**src/rtl/gpio_xint_pkg.sv**
```systemverilog
package gpio_xint_pkg;

   typedef enum logic [1:0] {
      SENS_FALL     = 2'b00,
      SENS_RISE     = 2'b01,
      SENS_BOTH     = 2'b10,
      SENS_FALL_LOW = 2'b11
   } sens_e;

   localparam int unsigned ADDR_W = 3;

   localparam logic [ADDR_W-1:0] ADR_DIR  = 3'd0;
   localparam logic [ADDR_W-1:0] ADR_LAT  = 3'd1;
   localparam logic [ADDR_W-1:0] ADR_OPT  = 3'd2;
   localparam logic [ADDR_W-1:0] ADR_SENS = 3'd3;
   localparam logic [ADDR_W-1:0] ADR_PEND = 3'd4;
   localparam logic [ADDR_W-1:0] ADR_PIN  = 3'd5;

endpackage

```
**src/rtl/gpio_port_regs.sv**
```systemverilog
module gpio_port_regs
   import gpio_xint_pkg::*;
#(
   parameter int unsigned WIDTH = 8
) (
   input  logic                clk,
   input  logic                rst_n,
   input  logic [ADDR_W-1:0]   addr,
   input  logic                wr,
   input  logic [WIDTH-1:0]    wdata,
   input  logic                evt_any,
   input  logic [WIDTH-1:0]    pin_lvl,
   output logic [WIDTH-1:0]    dir_q,
   output logic [WIDTH-1:0]    lat_q,
   output logic [WIDTH-1:0]    opt_q,
   output sens_e               sens_q,
   output logic                pend_q,
   output logic [WIDTH-1:0]    rdata
);

   localparam int unsigned PAD_W = WIDTH - 2;

   if (WIDTH < 2) begin : g_bad_width
      $error("gpio_port_regs: WIDTH must be at least 2");
   end

   logic wr_dir, wr_lat, wr_opt, wr_sens, clr_pend;

   always_comb begin
      wr_dir   = wr && (addr == ADR_DIR);
      wr_lat   = wr && (addr == ADR_LAT);
      wr_opt   = wr && (addr == ADR_OPT);
      wr_sens  = wr && (addr == ADR_SENS);
      clr_pend = wr && (addr == ADR_PEND) && wdata[0];
   end

   always_ff @(posedge clk or negedge rst_n) begin
      if (!rst_n) begin
         dir_q  <= '0;
         lat_q  <= '0;
         opt_q  <= '0;
         sens_q <= SENS_FALL;
      end else begin
         if (wr_dir)  dir_q  <= wdata;
         if (wr_lat)  lat_q  <= wdata;
         if (wr_opt)  opt_q  <= wdata;
         if (wr_sens) sens_q <= sens_e'(wdata[1:0]);
      end
   end

   // set has priority over the write-one clear
   always_ff @(posedge clk or negedge rst_n) begin
      if (!rst_n)        pend_q <= 1'b0;
      else if (evt_any)  pend_q <= 1'b1;
      else if (clr_pend) pend_q <= 1'b0;
   end

   always_comb begin
      unique case (addr)
         ADR_DIR:  rdata = dir_q;
         ADR_LAT:  rdata = lat_q;
         ADR_OPT:  rdata = opt_q;
         ADR_SENS: rdata = {{PAD_W{1'b0}}, sens_q};
         ADR_PEND: rdata = {{(WIDTH-1){1'b0}}, pend_q};
         ADR_PIN:  rdata = pin_lvl;
         default:  rdata = '0;
      endcase
   end

   // pending holds until cleared
   a_r10_pend_sticky : assert property (@(posedge clk) disable iff (!rst_n)
      (pend_q && !(wr && addr == ADR_PEND && wdata[0])) |=> pend_q);

   // a clear without a competing event empties pending
   a_r10_clear_works : assert property (@(posedge clk) disable iff (!rst_n)
      (wr && addr == ADR_PEND && wdata[0] && !evt_any) |=> !pend_q);

   // writes to the read-only and unused addresses change nothing
   a_r11_ro_writes : assert property (@(posedge clk) disable iff (!rst_n)
      (wr && addr >= ADR_PIN) |=>
         ($stable(dir_q) && $stable(lat_q) && $stable(opt_q) && $stable(sens_q)));

endmodule

```
**src/rtl/gpio_pad_drive.sv**
```systemverilog
module gpio_pad_drive #(
   parameter int unsigned WIDTH = 8
) (
   input  logic [WIDTH-1:0] dir_q,
   input  logic [WIDTH-1:0] lat_q,
   input  logic [WIDTH-1:0] opt_q,
   output logic [WIDTH-1:0] pad_oe,
   output logic [WIDTH-1:0] pad_out
);

   for (genvar b = 0; b < WIDTH; b++) begin : g_bit
      always_comb begin
         if (!dir_q[b]) begin
            pad_oe[b]  = 1'b0;
            pad_out[b] = 1'b0;
         end else if (opt_q[b]) begin
            pad_oe[b]  = 1'b1;        // push-pull
            pad_out[b] = lat_q[b];
         end else begin
            pad_oe[b]  = ~lat_q[b];   // open-drain: only pull low
            pad_out[b] = lat_q[b];
         end
      end
   end

endmodule

```
**src/rtl/gpio_edge_detect.sv**
```systemverilog
module gpio_edge_detect
   import gpio_xint_pkg::*;
#(
   parameter int unsigned WIDTH       = 8,
   parameter int unsigned SYNC_STAGES = 2
) (
   input  logic             clk,
   input  logic             rst_n,
   input  logic [WIDTH-1:0] pin_in,
   input  logic [WIDTH-1:0] arm_mask,
   input  sens_e            sens,
   output logic [WIDTH-1:0] pin_lvl,
   output logic             evt_any
);

   localparam int unsigned LAST = SYNC_STAGES - 1;

   if (SYNC_STAGES < 2) begin : g_bad_sync
      $error("gpio_edge_detect: SYNC_STAGES must be at least 2");
   end

   logic [WIDTH-1:0] sync_q [SYNC_STAGES];
   logic [WIDTH-1:0] gated, gated_q, evt_vec;
   logic [WIDTH-1:0] arm_q;

   always_ff @(posedge clk or negedge rst_n) begin
      if (!rst_n) sync_q[0] <= '1;
      else        sync_q[0] <= pin_in;
   end

   for (genvar s = 1; s < SYNC_STAGES; s++) begin : g_sync
      always_ff @(posedge clk or negedge rst_n) begin
         if (!rst_n) sync_q[s] <= '1;
         else        sync_q[s] <= sync_q[s-1];
      end
   end

   assign pin_lvl = sync_q[LAST];

   // disarmed pins present a constant 1 to the detector
   assign gated = sync_q[LAST] | ~arm_mask;

   always_ff @(posedge clk or negedge rst_n) begin
      if (!rst_n) begin
         gated_q <= '1;
         arm_q   <= '0;
      end else begin
         gated_q <= gated;
         arm_q   <= arm_mask;
      end
   end

   always_comb begin
      unique case (sens)
         SENS_FALL:     evt_vec = gated_q & ~gated;
         SENS_RISE:     evt_vec = ~gated_q & gated;
         SENS_BOTH:     evt_vec = gated_q ^ gated;
         SENS_FALL_LOW: evt_vec = ~gated;
         default:       evt_vec = '0;
      endcase
   end

   assign evt_any = |evt_vec;

   // a pin disarmed now and one cycle ago cannot raise an event
   a_r8_disarmed_quiet : assert property (@(posedge clk) disable iff (!rst_n)
      ((evt_vec & ~arm_mask & ~arm_q) == '0));

   // rising-only sensitivity never reacts to a low synchronized pad on an armed, steady pin
   a_r7_rise_ignores_low : assert property (@(posedge clk) disable iff (!rst_n)
      (sens == SENS_RISE) |-> ((evt_vec & ~gated) == '0));

endmodule

```
**src/rtl/gpio_xint_port.sv**
```systemverilog
module gpio_xint_port
   import gpio_xint_pkg::*;
#(
   parameter int unsigned WIDTH       = 8,
   parameter int unsigned SYNC_STAGES = 2
) (
   input  logic             clk,
   input  logic             rst_n,
   input  logic [2:0]       bus_addr,
   input  logic             bus_wr,
   input  logic [WIDTH-1:0] bus_wdata,
   output logic [WIDTH-1:0] bus_rdata,
   input  logic [WIDTH-1:0] pin_in,
   output logic [WIDTH-1:0] pin_oe,
   output logic [WIDTH-1:0] pin_out,
   output logic             irq
);

   logic [WIDTH-1:0] dir_q, lat_q, opt_q, pin_lvl, arm_mask;
   sens_e            sens_q;
   logic             pend_q, evt_any;

   assign arm_mask = ~dir_q & opt_q;

   gpio_port_regs #(.WIDTH(WIDTH)) regs_i (
      .clk     (clk),
      .rst_n   (rst_n),
      .addr    (bus_addr),
      .wr      (bus_wr),
      .wdata   (bus_wdata),
      .evt_any (evt_any),
      .pin_lvl (pin_lvl),
      .dir_q   (dir_q),
      .lat_q   (lat_q),
      .opt_q   (opt_q),
      .sens_q  (sens_q),
      .pend_q  (pend_q),
      .rdata   (bus_rdata)
   );

   gpio_pad_drive #(.WIDTH(WIDTH)) drive_i (
      .dir_q   (dir_q),
      .lat_q   (lat_q),
      .opt_q   (opt_q),
      .pad_oe  (pin_oe),
      .pad_out (pin_out)
   );

   gpio_edge_detect #(.WIDTH(WIDTH), .SYNC_STAGES(SYNC_STAGES)) edge_i (
      .clk      (clk),
      .rst_n    (rst_n),
      .pin_in   (pin_in),
      .arm_mask (arm_mask),
      .sens     (sens_q),
      .pin_lvl  (pin_lvl),
      .evt_any  (evt_any)
   );

   assign irq = pend_q;

   // input pins are never driven
   a_r4_input_undriven : assert property (@(posedge clk) disable iff (!rst_n)
      ((pin_oe & ~dir_q) == '0));

   // open-drain pins holding a 1 float
   a_r3_od_high_floats : assert property (@(posedge clk) disable iff (!rst_n)
      ((pin_oe & dir_q & ~opt_q & lat_q) == '0));

   // push-pull outputs always drive
   a_r2_pp_drives : assert property (@(posedge clk) disable iff (!rst_n)
      ((~pin_oe & dir_q & opt_q) == '0));

endmodule

```
**config.mk**
```make
export PLATFORM = sky130hd
export DESIGN_NAME = gpio_xint_port
export DESIGN_NICKNAME = d
export VERILOG_FILES = /design/src/rtl/gpio_xint_pkg.sv /design/src/rtl/gpio_port_regs.sv /design/src/rtl/gpio_pad_drive.sv /design/src/rtl/gpio_edge_detect.sv /design/src/rtl/gpio_xint_port.sv
export SDC_FILE = /design/constraint.sdc
export NUM_CORES = 1
export LEC_CHECK = 0
export CORE_ASPECT_RATIO = 0.5
export CORE_MARGIN = 4
export CORE_UTILIZATION = 33
export DETAILED_ROUTE_END_ITERATION = 8
export REMOVE_ABC_BUFFERS = 1
export SYNTH_ARGS = -nofsm -noshare
export SYNTH_HDL_FRONTEND = slang
export SYNTH_SLANG_ARGS = --single-unit
export TNS_END_PERCENT = 100
```
**constraint.sdc**
```tcl
create_clock -name clk -period 2 [get_ports clk]
set_input_delay 0.3 -clock clk [delete_from_list [all_inputs] [get_ports clk]]
set_output_delay 0.3 -clock clk [all_outputs]
set_load 0.05 [all_outputs]
```
======== Word-level counts from Yosys, hierarchy flattened ========
Cells that the tools add are included.
storage, ports and cells
  register bits after elaboration ......... 51
  bits of input ports ..................... 22
  output and inout bits ................... 25
cells by class
  bitwise logic cells ..................... 17
  eq/ne operators ......................... 8
  reduce and logical (&&, ||, !) cells .... 10
  muxes and demuxes ....................... 28
operators with widths
  operator              number
  $pmux W8 S6           1
  $not A8 Y8            4
  $pmux W8 S4           1
  $mux W1               26
  $and A8 B8 Y8         3
  $not A1 Y1            8
  $or A8 B8 Y8          1
  $reduce_or A8 Y1      1
  $xor A8 B8 Y8         1
  $eq A3 B2 Y1 const B  2
  $eq A3 B3 Y1 const B  2
  $logic_and A1 B1 Y1   6
  $eq A2 B2 Y1 const B  2
  $eq A3 B1 Y1 const B  1
  $logic_not A3 Y1      1
  $eq A2 B1 Y1 const B  1
  $logic_not A2 Y1      1
  $reduce_bool A2 Y1    1

======== Logic depth before layout (Yosys ltp) ========
Gate-level depths: netlist of the first run.
  word-level depth ........................ 9
  gate-level depth with buffers ........... 8
  mapped depth without buffers ............ 8

======== Modules after synthesis ========
Synthesis of the first run repeated with hierarchy kept, for this count alone.
unflattened totals
  cell total of the unflattened synthesis .. 220
  area, all modules ....................... 2713.9 µm²
modules (own cells, without submodules)
  module            sequential area each (µm²)  times used  area each (µm²)  cells each
  gpio_port_regs    675.6                       1           1357.6           100
  gpio_edge_detect  630.6                       1           1106.1           88
  gpio_pad_drive    0.0                         1           140.1            24
  gpio_xint_port    0.0                         1           110.1            8

======== Worst setup path after synthesis of the first run ========
Ideal clock, no wire load.
  path kind ............................... input -> output
  start point ............................. in bus_addr[0]
  end point ............................... out bus_rdata[2]
  data required time ...................... 1700 ps
  arrival ................................. 1786 ps
  buffers on the path ..................... 1
  stages .................................. 5
  slack ................................... -86 ps
  path through ............................ buf_4 mux2i_1 nor2_1 a21oi_1 o21ai_0
between the ends
  longest elaborated chain between the ends .. 2
  elaborated cells between the ends (all ways) .. 7
  those cells by class .................... eq/ne: 5; mux: 1; reduce/logical: 1
ends and longest elaborated chain
  element                               RTL line              RTL
  start, declared                       gpio_xint_port.sv:9   input logic [2:0] bus_addr,
  $eq A3 B3 Y1 (tied with other cells)  gpio_port_regs.sv:59  unique case (addr)
  $pmux W8 S6 (*)                       gpio_port_regs.sv:59
  end, declared                         gpio_xint_port.sv:12  output logic [WIDTH-1:0] bus_rdata,
Mark *: on every way between the ends. The rest lies on a longest branch, timed or not.

======== Worst setup path in the final report of the first run ========
  start point ............................. reg edge_i.sync_q, in the netlist edge_i.pin_lvl[5]
  end point ............................... reg regs_i.pend_q
between the ends
  longest elaborated chain between the ends .. 6
  elaborated cells between the ends (all ways) .. 9
  those cells by class .................... mux: 2; bitwise: 5; reduce/logical: 2
ends and longest elaborated chain
  element                                        RTL line                                        RTL
  start, declared                                gpio_edge_detect.sv:22                          logic [WIDTH-1:0] sync_q [SYNC_STAGES];
  start signal, assigned by index                gpio_edge_detect.sv:34                          else sync_q[s] <= sync_q[s-1];
  $or A8 B8 Y8 (*)                               gpio_edge_detect.sv:41                          assign gated = sync_q[LAST] | ~arm_mask;
  named net edge_i.gated[5]                      gpio_edge_detect.sv:23                          logic [WIDTH-1:0] gated, gated_q, evt_vec;
  $not A8 Y8                                     gpio_edge_detect.sv:55, gpio_edge_detect.sv:58
  $and A8 B8 Y8                                  gpio_edge_detect.sv:55                          SENS_FALL: evt_vec = gated_q & ~gated;
  $pmux W8 S4 (*)                                gpio_edge_detect.sv:54                          unique case (sens)
  $reduce_or A8 Y1 (*)                           gpio_edge_detect.sv:63                          assign evt_any = |evt_vec;
  $mux W1 or $reduce_bool A2 Y1 (tied branches)  --
  end signal, assigned                           gpio_port_regs.sv:53                            if (!rst_n) pend_q <= 1'b0;
  end signal, assigned                           gpio_port_regs.sv:54                            else if (evt_any) pend_q <= 1'b1;
  end signal, assigned                           gpio_port_regs.sv:55                            else if (clr_pend) pend_q <= 1'b0;
  end, declared                                  gpio_port_regs.sv:17                            output logic pend_q,
Mark *: on every way through the listed nets, which the timed path passes. The rest lies on a longest branch.
A chain may end at the register's enable or synchronous reset.

==> impl_metrics.csv, run 1 <==
group,metric,value,unit
run_status,status,"completed",
job,maxCapViolations,0,
place,dp_cells,407,
hold_path,min-delay-path-class,"input pin to asynchronous set/reset pin",
route,vias,2022,
sta,fin_hold_ws,0.114,ns
power_and_ir_drop,pwr_density_cell,931,nW/um^2
route,avgViaCountPerCell,4.77,
floorplan,num_io_pins,47,
worst_setup_path,endpoint,"regs_i.pend_q",
route,wire_per_inst,15.0,um
synth,synthTopCellsByArea,"dfrtp_1 (27%), dfstp_2 (25%), mux2_2 (8.0%), ha_1 (7.9%), inv_1 (3.4%)",
clocking,cts_tree,"yes",
sta,worstMarginPinSlew,0.662,ns
sta,fmax,0.504,GHz
worst_setup_path,cp_num_buf_inv,0,
clocking,cts_sinks,51,
sta,skew,0.00375,ns
route,wl_met2,3.13,mm
sta,hold_viol,0,
grt,grt_max_degree,52,
sta,setup_ws,0.0153,ns
synth,synth_edf_count,0,
final_layout,layout.nets,365,
sta,relSlewSlack,0.559,
sta,rsz0062_at_grt,"true",
worst_setup_path,crit_chain,"or3_4, ha_4, or4_4, o21ai_2, nor2_1, a211o_1",
route,ant_nets,0,
grt,grt_pass1_vias,2072,
place,dpl-instance-area,3500,um^2
clocking,root_buffer,"clkbuf_16",
worst_setup_path,reg2reg_slack,0.02,ns
synth,synth_cell_type_count,41,
synth,postSynth.asyncResetShare,1.00,
worst_setup_path,path_max_fanout,3,
final_layout,syn2layout_area_growth,50.6,%
synth,synth_cells,222,
final_layout,antenna_cells,0,
worst_setup_path,critPathRequiredTime,2.17,ns
worst_setup_path,r2r-start,"edge_i.pin_lvl[5]",
final_layout,fin_util,0.514,
clocking,clock_latency,0.29,ns
floorplan,start_util,0.341,
grt,gr-total-overflow,0,
power_and_ir_drop,pwr-share-seq,0.374,
worst_setup_path,max_stage_delay,0.51,ns
worst_setup_path,slowest_stage,"or4_4",
final_layout,final_layout_size_suffix_gt1_frac,0.485,
worst_setup_path,criticalPathCategory,"flip-flop to flip-flop",
power_and_ir_drop,p_int,2.31,mW
sta,drv_slew,0,
power_and_ir_drop,finalPower,3.53,mW
route,drt_wl_total,6.36,mm
power_and_ir_drop,ir_drop,397,uV
place,dp_hpwl,4.53,mm
power_and_ir_drop,sw_frac_of_total,0.345,
grt,grt_pass1_wl,10.4,mm
synth,synth_top_area_cell,"dfrtp_1",
worst_setup_path,end_kind,"flip-flop",
floorplan,placementRows,22,
synth,ys_seq_area_frac,0.519,
route,wl_met3,233,um
sta,finalSetupTns,0,ns
power_and_ir_drop,combPwrFrac,0.387,
clocking,cts_buffers,5,
clocking,clkTransAtPathRegs,0.07,ns
clocking,cts.htree.levels,2,
floorplan,coreArea,7380,um^2
sta,setup_viol,0,
floorplan,die-width,132,um
floorplan,chipHeight,69.8,um
route,firstDrtPassIters,4,
synth,ys_ff_latch,51,
final_layout,final_area,3790,um^2
grt,grt_usage,0.141,
route,wl_met1,2.88,mm
worst_setup_path,worstSetupStartpointType,"flip-flop",
power_and_ir_drop,p_sw,1.22,mW
worst_setup_path,crit_family,"simple AND/OR/NAND/NOR gates",
place,post-place-ws,-0.259,ns
synth,synth_area,2520,um^2
synth,synth_warnings,0,
final_layout,layoutNonFillerInstCount,424,
power_and_ir_drop,pwr-share-clk,0.239,
clocking,cts_buffer_depth,2,
synth,synthFlopType,"dfrtp_1",
sta,period_share,0.992,
route,drc_errors,0,
grt,antenna_found_initial,0,
worst_setup_path,worst_ep_arrival_time,2.16,ns
route,drt_iter0_markers,66,
worst_setup_path,r2r_cells,6,
power_and_ir_drop,power_leakage,1.76,nW
route,highest_layer,"met4",
worst_setup_path,crit_cells,6,
worst_setup_path,crit_start,"edge_i.pin_lvl[5]",
place,gp_congestion,0.864,
synth,synth_area_per_cell,11.3,um^2
floorplan,die_area,9180,um^2
synth,yosysTopAreaCellShare,0.268,
place,port_buffers,46,
final_layout,nFillCells,663,
sta,fin_crit,1.98,ns
worst_setup_path,r2r_end,"regs_i.pend_q",
## how the worst min path moves through the flow
stage | startpoint | end | slack (ns) | cells after the start
after floorplan | rst_n | regs_i.dir_q[0] | 0.004 | 0
after global placement | edge_i.sync_q[12] | edge_i.pin_lvl[4] | 0.35 | 0
after detailed placement | edge_i.sync_q[13] | edge_i.pin_lvl[5] | 0.35 | 0
after CTS | rst_n | regs_i.lat_q[0] | 0.15 | 2
after global routing | rst_n | regs_i.lat_q[1] | 0.18 | 2
final | rst_n | regs_i.lat_q[1] | 0.11 | 2
## synth_stat cells, types with 2 or more instances
library cell / number
mux2_2: 18
inv_1: 23
nand2b_1: 2
nor4_1: 4
nor3b_1: 4
a21boi_0: 8
ha_1: 16
nor2_1: 10
nand4_1: 2
dfrtp_1: 27
dfstp_2: 24
buf_2: 3
and2_1: 9
or3_4: 3
a21oi_1: 8
o21ai_0: 14
mux2i_1: 8
nand2_1: 16
## layout make-up
cell class              instances  area, um^2  area share
clock buffers                   6         129      0.0340
multi-input cells             141        1180       0.312
flip-flops and latches         51        1310       0.344
well taps                      96         120      0.0317
clock inverters                 2        12.5     0.00330
repair buffers                103         948       0.250
inverters                      25        93.8      0.0247
## routing by layer
| layer | track usage | vias up |
|---|---|---|
| met5 | 0 | - |
| met4 | 0.0431 | 0 |
| met3 | 0.0297 | 10 |
| met2 | 0.240 | 44 |
| met1 | 0.181 | 1004 |
| li1 | - | 964 |
## logic make-up (layout without fill, tap and decap cells)
kind of cell	after synthesis	count (layout)	synth area share
flip-flops	51	51	0.519
AND/OR/NAND/NOR	61	61	0.145
multiplexers	27	27	0.121
buffers and inverters	30	136	0.0477
AO/OA/AOI/OAI	37	37	0.0879
adder cells (fa/ha/maj)	16	16	0.0795
## placed cells by master, fill, tap and decap left out, drive strengths merged, types with 2 or more instances in the layout
master | Yosys | final
o21ai | 15 | 15
ha | 16 | 16
a21boi | 8 | 8
nand2b | 3 | 3
buf | 4 | 80
a211o | 2 | 2
clkdlybuf4s50 | 0 | 19
nor4 | 4 | 4
a21oi | 8 | 8
inv | 24 | 24
nor3 | 2 | 2
clkinv | 1 | 2
nor2 | 12 | 12
or3 | 4 | 4
dfstp | 24 | 24
nand2 | 16 | 16
dfrtp | 27 | 27
dlymetal6s2s | 0 | 2
and2 | 9 | 9
nand4 | 2 | 2
clkbuf | 1 | 8
mux2 | 18 | 18
mux2i | 8 | 8
or4 | 2 | 2
nor3b | 4 | 4
## power groups by stage
| stage | combinational (mW) | sequential, mW | clock [mW] |
|---|---|---|---|
| floorplan | 0.707 | 1.32 | 0 |
| global placement | 1.25 | 1.33 | 0 |
| detailed placement | 1.27 | 1.33 | 0 |
| CTS | 1.34 | 1.32 | 0.863 |
| global route | 1.46 | 1.35 | 0.917 |
| finish | 1.37 | 1.32 | 0.844 |
## sequential cells by signal, indices dropped and copies added, names as in the netlist
register	flops
edge_i.gated_q	8
edge_i.pin_lvl	8
edge_i.sync_q	8
regs_i.dir_q	8
regs_i.lat_q	8
regs_i.opt_q	8
regs_i.sens_q	2
regs_i.pend_q	1
## timing repair
| action | in CTS | in global routing |
|---|---|---|
| gates resized for setup | 13 | 16 |
| buffers inserted | 7 | 2 |
| setup endpoints to repair | 9 | 10 |
| hold buffers | 0 | 0 |
| pin swaps | 6 | 3 |
## worst reg2reg max path: stages, from the launching register on
cell	delay, ns
dfstp_2	0.38
or3_4	0.43
ha_4	0.17
or4_4	0.51
o21ai_2	0.12
nor2_1	0.05
a211o_1	0.22
Power figures use the tool's default switching activity.
==> run 2, diff against run 1 <==
CORE_UTILIZATION = 47   (was 33)
PLACE_DENSITY = 0.76   (was not set)
==> run 2 against run 1 <==
- the flow now finishes with violations (negative setup slack)
- register-to-register slack worse by 0.02 ns
- sequential power about the same
- setup slack worse by 0.022 ns
- cell area shrank 4.3%
- largest power group is now registers
==> impl_metrics.csv, run 2 (synthesized netlist as in run 1, its figures left out) <==
group,metric,value,unit
route,vias,1989,
place,dpl-instance-area,3420,um^2
sta,skew,0.00440,ns
floorplan,die_area,6670,um^2
run_status,status,"complete, but fails checks",
sta,fin_crit,2.01,ns
floorplan,num_io_pins,47,
clocking,cts_buffer_depth,2,
place,gp_congestion,0.845,
sta,hold_viol,0,
job,maxCapViolations,0,
grt,grt_pass1_vias,2053,
place,port_buffers,46,
route,drt_iter0_markers,114,
place,post-place-ws,-0.238,ns
floorplan,placementRows,18,
clocking,clock_latency,0.30,ns
hold_path,min-delay-path-class,"input pin to asynchronous set/reset pin",
sta,fin_hold_ws,0.0836,ns
power_and_ir_drop,pwr-share-seq,0.397,
sta,setup_viol,1,
clocking,cts_tree,"yes",
final_layout,multiInputGateArea,1150,um^2
sta,rsz0062_at_grt,"true",
power_and_ir_drop,p_int,2.17,mW
final_layout,final_area,3630,um^2
sta,worstMarginPinSlew,0.619,ns
final_layout,layoutNonFillerInstCount,393,
run_status,violations,"negative setup slack",
sta,relSlewSlack,0.588,
worst_setup_path,max_stage_delay,0.51,ns
floorplan,start_util,0.499,
grt,gr-total-overflow,0,
final_layout,layout_commonest_cell,"buf_4",
grt,grt_max_degree,52,
power_and_ir_drop,combPwrFrac,0.391,
worst_setup_path,criticalPathCategory,"flip-flop to flip-flop",
grt,grt_pass1_wl,9.92,mm
worst_setup_path,crit_chain,"or3_4, ha_2, or4_4, o21ai_2, nor2_1, a211o_1",
place,dp_cells,379,
route,wire_per_inst,15.9,um
clocking,cts_sinks,51,
power_and_ir_drop,pwr-share-clk,0.212,
clocking,root_buffer,"clkbuf_8",
route,drt_wl_total,6.24,mm
place,dp_hpwl,4.45,mm
clocking,cts.htree.levels,2,
route,firstDrtPassIters,5,
route,ant_nets,0,
floorplan,chipHeight,59.8,um
floorplan,die-width,112,um
sta,drv_slew,0,
worst_setup_path,critPathRequiredTime,2.19,ns
route,avgViaCountPerCell,5.06,
route,drc_errors,0,
worst_setup_path,path_max_fanout,2,
power_and_ir_drop,sw_frac_of_total,0.349,
worst_setup_path,slowest_stage,"or4_4",
sta,setup_ws,-0.00719,ns
final_layout,seq_area,1310,um^2
sta,fmax,0.498,GHz
grt,grt_usage,0.192,
worst_setup_path,reg2reg_slack,-0.007,ns
clocking,cts_buffers,5,
final_layout,layout.nets,360,
final_layout,fin_util,0.720,
final_layout,final_layout_size_suffix_gt1_frac,0.458,
worst_setup_path,worst_ep_arrival_time,2.20,ns
worst_setup_path,worstSetupStartpointType,"flip-flop",
power_and_ir_drop,ir_drop,613,uV
worst_setup_path,end_kind,"flip-flop",
final_layout,antenna_cells,0,
final_layout,syn2layout_area_growth,44.2,%
final_layout,mostFrequentLayoutCells,"buf_4 (66), dfrtp_1 (27), dfstp_2 (24)",
power_and_ir_drop,p_sw,1.17,mW
grt,antenna_found_initial,0,
clocking,holdBufCountCts,0,
clocking,clkTransAtPathRegs,0.09,ns
final_layout,nFillCells,342,
floorplan,coreArea,5040,um^2
power_and_ir_drop,power_leakage,1.69,nW
sta,period_share,1.00,
power_and_ir_drop,pwr_density_cell,919,nW/um^2
run 2: changes by cell type in the layout (fill, tap and decap cells not counted), sizes merged:
| cell | change |
|---|---|
| clkinv | -1 |
| bufinv | +1 |
| dlymetal6s2s | -2 |
| clkdlybuf4s15 | +1 |
| buf | -3 |
| clkinvlp | -1 |
run 2: cell type report:
type / count / area share
Clock buffer: 7 / 0.0210
Clock inverter: 1 / 0.00827
Inverter: 25 / 0.0258
Multi-Input combinational cell: 141 / 0.316
Sequential cell: 51 / 0.360
Tap cell: 70 / 0.0241
Timing Repair Buffer: 98 / 0.245
run 2: worst paths after layout:
path / from / endpoint / cells past startpoint
worst max-delay path: regs_i.dir_q[3] / regs_i.pend_q / 6
worst min-delay path: rst_n / regs_i.dir_q[4] / 2
worst max register to register: regs_i.dir_q[3] / regs_i.pend_q / 6
worst min register to register: edge_i.sync_q[8] / edge_i.pin_lvl[0] / 0
max in group asynchronous: rst_n / regs_i.lat_q[7] / 2
min in group clk: edge_i.sync_q[8] / edge_i.pin_lvl[0] / 0
run 2: layer usage:
layer,global-route usage,vias to the layer above,share of wire
met5,0,-,0
li1,-,952,-
met4,0.0815,0,0.013
met1,0.243,982,0.46
met3,0.0425,9,0.038
met2,0.326,46,0.49
run 2: critical path: cells and delay by family, from the launching register on:
family	cells	cell delay [ns]
simple gates	3	0.96
fa+ha+maj	1	0.20
compound gates	2	0.34
flops	1	0.40
run 2: timing repair:
action,CTS,global route
resized for setup,12,8
endpoints found under the setup margin,9,8
hold endpoints to repair,0,0
buffers inserted,2,4
pin swaps,6,0
gates cloned,0,0
run 2: power by group through the flow:
stage / sequential, mW / combinational [mW] / clock [mW]
6_report: 1.32 / 1.31 / 0.709
5_1_grt: 1.35 / 1.40 / 0.757
4_1_cts: 1.32 / 1.28 / 0.721
3_5_place_dp: 1.33 / 1.25 / 0
3_3_place_gp: 1.32 / 1.22 / 0
2_1_floorplan: 1.32 / 0.707 / 0
run 2: per-stage QoR:
step / setup TNS [ns] / power (mW)
2_1_floorplan: -0.00465 / 2.02
6_report: -0.00719 / 3.34
3_5_place_dp: -1.50 / 2.58
4_1_cts: 0 / 3.32
5_1_grt: -0.148 / 3.51
3_3_place_gp: -1.19 / 2.54
